<file path="src/rtl/smbto_pkg.sv">
package smbto_pkg;

  typedef enum logic {
    ST_IDLE = 1'b0,
    ST_WAIT = 1'b1
  } waitState_t;

  // Strobes from control to datapath, valid for one cycle
  typedef struct packed {
    logic cntClear;
    logic cntInc;
    logic setBus;
    logic setDev;
    logic abort;
  } ctrlStrobe_t;

endpackage

</file>
<file path="src/rtl/smbto_ctrl.sv">
module smbto_ctrl
  import smbto_pkg::*;
(
  input  logic        clk,
  input  logic        rstN,
  input  logic        refTick,
  input  logic        lastBitSent,
  input  logic        respValid,
  input  logic        ackValid,
  input  logic        ackIsNack,
  input  logic        sclLevel,
  input  logic        collision,
  input  logic        cntAtLimit,
  output ctrlStrobe_t strb,
  output logic        waiting
);

  waitState_t state;
  waitState_t nextState;
  logic       sclPrev;
  logic       sclRise;
  logic       nackSeen;
  logic       stopEvent;

  assign sclRise   = sclLevel & ~sclPrev;
  assign nackSeen  = ackValid & ackIsNack;
  assign stopEvent = respValid | (ackValid & ~ackIsNack) | sclRise;
  assign waiting   = (state == ST_WAIT);

  always_comb begin
    strb        = '0;
    nextState   = state;
    strb.setBus = collision;
    strb.setDev = nackSeen;
    if (collision || nackSeen) begin
      nextState     = ST_IDLE;
      strb.cntClear = 1'b1;
    end else begin
      unique case (state)
        ST_IDLE: begin
          if (lastBitSent) begin
            nextState     = ST_WAIT;
            strb.cntClear = 1'b1;
          end
        end
        ST_WAIT: begin
          if (stopEvent) begin
            nextState     = ST_IDLE;
            strb.cntClear = 1'b1;
          end else if (refTick && cntAtLimit) begin
            strb.setDev   = 1'b1;
            nextState     = ST_IDLE;
            strb.cntClear = 1'b1;
          end else if (lastBitSent) begin
            strb.cntClear = 1'b1;
          end else if (refTick) begin
            strb.cntInc = 1'b1;
          end
        end
        default: nextState = ST_IDLE;
      endcase
    end
    strb.abort = strb.setBus | strb.setDev;
  end

  always_ff @(posedge clk) begin
    if (!rstN) begin
      state   <= ST_IDLE;
      sclPrev <= 1'b1;
    end else begin
      state   <= nextState;
      sclPrev <= sclLevel;
    end
  end

  // An ending event leaves the wait on the next cycle
  AST_STOP_ENDS_WAIT: assert property (@(posedge clk) disable iff (!rstN)
    (state == ST_WAIT && (respValid || (ackValid && !ackIsNack))) |=> (state == ST_IDLE));

  // An armed idle state always enters the wait unless an error preempts it
  AST_ARM_WAIT: assert property (@(posedge clk) disable iff (!rstN)
    (state == ST_IDLE && lastBitSent && !collision && !nackSeen) |=> (state == ST_WAIT));

endmodule

</file>
<file path="src/rtl/smbto_dp.sv">
module smbto_dp
  import smbto_pkg::*;
#(
  parameter int TIMEOUT_TICKS = 800
) (
  input  logic        clk,
  input  logic        rstN,
  input  ctrlStrobe_t strb,
  input  logic [1:0]  statusClr,
  input  logic        intEn,
  input  logic        smiSel,
  output logic        cntAtLimit,
  output logic        abortCycle,
  output logic        busErr,
  output logic        devErr,
  output logic        irqOut,
  output logic        smiOut
);

  localparam int CNT_W = $clog2(TIMEOUT_TICKS + 1);
  localparam logic [CNT_W-1:0] CNT_LAST = CNT_W'(TIMEOUT_TICKS - 1);

  logic [CNT_W-1:0] tickCnt;
  logic             anyErr;

  assign cntAtLimit = (tickCnt == CNT_LAST);

  always_ff @(posedge clk) begin
    if (!rstN) begin
      tickCnt <= '0;
    end else if (strb.cntClear) begin
      tickCnt <= '0;
    end else if (strb.cntInc) begin
      tickCnt <= tickCnt + 1'b1;
    end
  end

  // Clear first, then set: a same-cycle event keeps the flag
  always_ff @(posedge clk) begin
    if (!rstN) begin
      busErr     <= 1'b0;
      devErr     <= 1'b0;
      abortCycle <= 1'b0;
    end else begin
      busErr     <= (busErr & ~statusClr[0]) | strb.setBus;
      devErr     <= (devErr & ~statusClr[1]) | strb.setDev;
      abortCycle <= strb.abort;
    end
  end

  assign anyErr = busErr | devErr;
  assign irqOut = intEn & ~smiSel & anyErr;
  assign smiOut = intEn & smiSel & anyErr;

  AST_CNT_BOUND: assert property (@(posedge clk) disable iff (!rstN)
    tickCnt < CNT_W'(TIMEOUT_TICKS));

  AST_BUS_STICKY: assert property (@(posedge clk) disable iff (!rstN)
    (busErr && !statusClr[0]) |=> busErr);

  AST_DEV_STICKY: assert property (@(posedge clk) disable iff (!rstN)
    (devErr && !statusClr[1]) |=> devErr);

  AST_ONE_ROUTE: assert property (@(posedge clk) disable iff (!rstN)
    !(irqOut && smiOut));

endmodule

</file>
<file path="src/rtl/smbTimeoutMon.sv">
module smbTimeoutMon
  import smbto_pkg::*;
#(
  parameter int TIMEOUT_TICKS = 800
) (
  input  logic       clk,
  input  logic       rstN,
  input  logic       refTick,
  input  logic       lastBitSent,
  input  logic       respValid,
  input  logic       ackValid,
  input  logic       ackIsNack,
  input  logic       sclLevel,
  input  logic       collision,
  input  logic       intEn,
  input  logic       smiSel,
  input  logic [1:0] statusClr,
  output logic       abortCycle,
  output logic       busErr,
  output logic       devErr,
  output logic       irqOut,
  output logic       smiOut
);

  ctrlStrobe_t strb;
  logic        cntAtLimit;
  logic        waiting;

  smbto_ctrl u_ctrl (
    .clk        (clk),
    .rstN       (rstN),
    .refTick    (refTick),
    .lastBitSent(lastBitSent),
    .respValid  (respValid),
    .ackValid   (ackValid),
    .ackIsNack  (ackIsNack),
    .sclLevel   (sclLevel),
    .collision  (collision),
    .cntAtLimit (cntAtLimit),
    .strb       (strb),
    .waiting    (waiting)
  );

  smbto_dp #(.TIMEOUT_TICKS(TIMEOUT_TICKS)) u_dp (
    .clk       (clk),
    .rstN      (rstN),
    .strb      (strb),
    .statusClr (statusClr),
    .intEn     (intEn),
    .smiSel    (smiSel),
    .cntAtLimit(cntAtLimit),
    .abortCycle(abortCycle),
    .busErr    (busErr),
    .devErr    (devErr),
    .irqOut    (irqOut),
    .smiOut    (smiOut)
  );

  AST_COLL_BUS: assert property (@(posedge clk) disable iff (!rstN)
    collision |=> (busErr && abortCycle && !waiting));

  AST_NACK_DEV: assert property (@(posedge clk) disable iff (!rstN)
    (ackValid && ackIsNack) |=> (devErr && abortCycle && !waiting));

  AST_DEV_ABORT: assert property (@(posedge clk) disable iff (!rstN)
    $rose(devErr) |-> abortCycle);

  AST_ABORT_CAUSE: assert property (@(posedge clk) disable iff (!rstN)
    (!collision && !(ackValid && ackIsNack) && !waiting) |=> !abortCycle);

endmodule

</file>
<file path="config.mk">
export PLATFORM = sky130hd
export DESIGN_NAME = smbTimeoutMon
export DESIGN_NICKNAME = d
export VERILOG_FILES = /design/src/rtl/smbto_pkg.sv /design/src/rtl/smbto_ctrl.sv /design/src/rtl/smbto_dp.sv /design/src/rtl/smbTimeoutMon.sv
export SDC_FILE = /design/constraint.sdc
export NUM_CORES = 1
export LEC_CHECK = 0
export BUFFER_PORTS_ARGS = -buffer_cell sky130_fd_sc_hd__buf_4
export CAP_MARGIN = 10
export CORE_MARGIN = 3
export CORE_UTILIZATION = 35
export DETAILED_ROUTE_END_ITERATION = 12
export GPL_TIMING_DRIVEN = 0
export SLEW_MARGIN = 20
export SYNTH_ARGS = -nofsm -noshare
export SYNTH_HDL_FRONTEND = slang
export SYNTH_HIERARCHICAL = 1
export SYNTH_SLANG_ARGS = --single-unit
</file>
<file path="constraint.sdc">
create_clock -name clk -period 2.7 [get_ports clk]
set_clock_uncertainty 0.1 [all_clocks]
set_input_delay 0.27 -clock clk [delete_from_list [all_inputs] [get_ports clk]]
set_output_delay 0.27 -clock clk [all_outputs]
set_load 0.02 [all_outputs]
</file>
# == After elaboration in Yosys (flattened, before gate mapping) ==
# Cells that the tools add are included.
# classes
bitwise_logic,22
n_reduce_logical,4
n_eq_ne,1
n_mux,18
addsub,1
# ops
op,count
$mux W1,16
$add A10 B1 Y10 const B,1
$eq A10 B10 Y1 const B,1
$and A1 B1 Y1,9
$not A1 Y1,7
$or A1 B1 Y1,6
$pmux W1 S2,2
$reduce_or A2 Y1,2
$logic_and A1 B1 Y1,1
$logic_or A1 B1 Y1,1
# totals
output_inout_bits,5
input_bits,13
elab_cells,52
regBits,15

# == Logic depth before layout (Yosys ltp) ==
# depth
ltp_word,8
ltp_mapped,9
mapped_depth_nobuf,9

# == Cells and area by module ==
# Netlist, hierarchy kept.
# by_module_without_submodules
module,area_per_inst_um2,instances,cells_per_inst
smbto_dp,580.6,1,66
smbto_ctrl,170.2,1,21

# == Least setup slack after synthesis ==
# OpenSTA, ideal clock, no wires.
# synth_timing
path_kind,reg2reg
start,reg u_dp.tickCnt[5]
end,reg u_dp.tickCnt[0]
period_less_slack_ns,2.196
path_stages_with_launch,9
t_arrival_ns,1.970
slack_ns,0.504
cell_sequence,dfxtp_1 or4b_2 nor3_1 nand2_1 nand4bb_1 a211o_1 nand2b_1 clkbuf_1 nor2_1
# synth_lines
item,line,text
start: declaration,smbto_dp.sv:23,logic [CNT_W-1:0] tickCnt;
start signal: assignment,smbto_dp.sv:34,tickCnt <= tickCnt + 1'b1;

==> summary.txt <==
Outcome: complete, no violations
Vertical die dimension: 52.3 um
Core area: 2000 sq um
Worst vdd rail ir drop: 0.234 mV
LEAKAGE: 0.340 nW
Total length of routed wires: 1470 um
Share of post-route cells with drive strength above 1: 0.250
Count of state elements after synthesis: 15
CTS hold repair buffers: 0
HP Class: input pin to register
Measured slew at the worst slew-check pin: 405 ps
Most frequent cells in the layout: 18 x sky130_fd_sc_hd__buf_4, 15 x sky130_fd_sc_hd__dfxtp_1, 9 x sky130_fd_sc_hd__nor2_1
Total gr overflow: 0
Summed area of non-filler cells in the final layout: 943 sq um
Die Outline Area: 2740 sq um
Classification of the worst setup path: register to register
Cell chain of the critical path: or4b_2 -> nor3_2 -> nand2_1 -> nand4bb_1 -> a211o_1 -> nand2b_1 -> clkbuf_1 -> nor2_1
Final setup margin: 306 ps
Biggest area consumer among synthesized cells: sky130_fd_sc_hd__dfxtp_1
Net Sw Frac: 0.224
Worst Path Arrival: 2450 ps
Remaining DRCs: 0
Die extent in x: 52.3 um
Worst Setup End Kind: register
Final Hold Vio Count: 0
Port-buffer cells: 17
PD cells: 422 nW/um^2
Critical-path top delay cell: sky130_fd_sc_hd__or4b_2
Post-synth net total: 101
Vias in the first global route: 589
Commonest non-fill, non-tap cell in the layout: sky130_fd_sc_hd__buf_4
Top cell type's share of synthesized area: 0.400
Wire length of the first global-routing pass: 2440 um
DR iter-0 viols: 6
Crit path largest cell delay: 690 ps
Initial Util: 0.375
Cell Area, Placed: 912 sq um
Antenna diode count: 0
Critical register-to-register path startpoint: u_dp/tickCnt[5]
Average cell area after synthesis: 8.63 sq um
Cell Area, Synth: 751 sq um
Synth top area cells: sky130_fd_sc_hd__dfxtp_1 40%, sky130_fd_sc_hd__nor2_1 4.5%, sky130_fd_sc_hd__xor2_1 3.5%
Detailed-route wire length per cell: 10.9 um
H-tree levels: 1
TritonCTS buffer count: 3
Share of power burned in registers: 0.571
Time the final worst path needs with I/O delays and setup: 2390 ps
Largest net degree at the start of global routing: 10
Clock share of power: 0.307
Fraction of power consumed by combinational cells: 0.122
Maximum fanout count along the critical path: 9
IO Pins: 18
DR vias: 681
Synth warn: 6
CP Launch Point: u_dp/tickCnt[5]
Setup repair after global routing missed its margin: false
Final setup fails: 0
Half-perimeter wire length after placement: 1150 um
Number of cells produced by synthesis: 87
Ratio of final minimum period to clock period: 0.887
Startpoint Class: register
Number of iterations in the first detailed-routing pass: 4
Total routing resource utilization after global routing: 0.119
Clock insertion delay at the later pin of the skew report: 270 ps
Average via count per standard cell: 5.04
Number of max-capacitance violations reported: 0
Internal Pwr Total: 0.309 mW
Placement row count: 16
Max-slew violation count: 0
CTS max path bufs: 2
Total clock sinks: 15
Post-synth cell types: 34
Register area share after synthesis: 0.400
TritonCTS clock tree: yes
Final weighted congestion in routability-driven placement: 0.760
CTS clk-pin slew, worst paths: 80 ps
Buffer cell driving the clock tree root: sky130_fd_sc_hd__clkbuf_4
Fmax: 418 MHz
Nets: 123
Critical path required time: 2750 ps
Worst slew margin relative to its limit: 0.730
Switching component of the power: 0.0892 mW
Pre-CTS worst setup slack: 174 ps
Initial antenna violation count: 0
Hold path startpoint: sclLevel
Number of routed nets with antenna violations: 0
Synth-to-layout area growth: 25.7%
Summed negative setup slack over all endpoints: 0 ps
-- logic make-up (layout without fill, tap and decap cells) --
| group | count (synthesis) | in the layout | share of synthesized area |
|---|---|---|---|
| flip-flops | 15 | 15 | 0.400 |
| AND/OR/NAND/NOR | 42 | 42 | 0.327 |
| AO/OA/AOI/OAI | 17 | 17 | 0.147 |
| buffers and inverters | 6 | 27 | 0.0367 |
| XOR/XNOR | 4 | 4 | 0.0467 |
| adder cells (fa/ha/maj) | 1 | 1 | 0.0167 |
| multiplexers | 2 | 2 | 0.0267 |
-- path summary, 6_finish.rpt --
path | to | slack [ps] | cells after the start
worst min-delay path | u_ctrl/sclPrev | 90 | 2
worst max-delay path | u_dp/tickCnt[4] | 310 | 8
worst min register to register | u_dp/tickCnt[9] | 380 | 2
worst max register to register | u_dp/tickCnt[4] | 310 | 8
-- critical path: cells and delay by family (launching register included) --
kind | cells | cell delay, ps
and+or+nand+nor | 6 | 1330
DFF | 1 | 360
buffers and inverters | 1 | 330
AOI/OAI and AO/OA | 1 | 150
-- power by group through the flow --
stage,clock (mW),combinational [mW],sequential [mW]
global placement,0,0.0482,0.233
finish,0.122,0.0486,0.228
global route,0.144,0.0528,0.228
detailed placement,0,0.0487,0.233
CTS,0.133,0.0491,0.228
floorplan,0,0.0189,0.236
-- per-layer routing --
layer  global-route usage  share of wire  vias to the layer above
met2                0.188           0.50                       13
met5                    0              0                        -
li1                     -              -                      353
met4               0.0638              0                        0
met1                0.148           0.46                      315
met3               0.0256          0.035                        0
-- cell usage after synthesis (all sizes together) --
| master | n |
|---|---|
| nor2 | 9 |
| ha | 1 |
| nand4bb | 1 |
| inv | 3 |
| a21oi | 5 |
| mux2i | 2 |
| or4 | 2 |
| buf | 2 |
| xor2 | 3 |
| nand4 | 4 |
| and2 | 1 |
| nand2 | 6 |
| a31o | 1 |
| a32o | 1 |
| nand3 | 3 |
| or3 | 2 |
| or4b | 1 |
| nand2b | 4 |
| o31ai | 2 |
| xnor2 | 1 |
| o21ai | 4 |
| a211o | 1 |
| nor4 | 1 |
| dfxtp | 15 |
| a21o | 1 |
| o21a | 2 |
| nor2b | 4 |
| nor3 | 2 |
| clkbuf | 1 |
| and3 | 1 |
| nand4b | 1 |
-- registers in the layout, summed over array words and instances (netlist names) --
name,flops
u_dp/tickCnt,10
u_dp/busErr,1
u_dp/devErr,1
u_ctrl/waiting,1
u_dp/abortCycle,1
u_ctrl/sclPrev,1
-- through the flow --
stage	util	instances	hold WS, ps	total power, mW
after floorplan	-	87	243	0.255
final	0.471	135	89.4	0.399
after global placement	0.456	131	358	0.281
after global routing	0.471	135	70.0	0.425
after detailed placement	0.456	131	371	0.282
after CTS	0.469	135	80.0	0.410
-- cell type report --
class / count / area (sq um)
buffer: 3 / 16.3
inverter: 3 / 11.3
tap: 27 / 33.8
sequential: 15 / 300
clock buffer: 4 / 26.3
multi-input combinational: 66 / 428
fill: 226 / 1060
timing repair buffer: 17 / 128
-- repair_timing --
item,4_1_cts,5_1_grt
setup buffers,0,0
gates resized for setup,0,1
endpoints found under the setup margin,0,9
(Power assumes the default switching activity.)
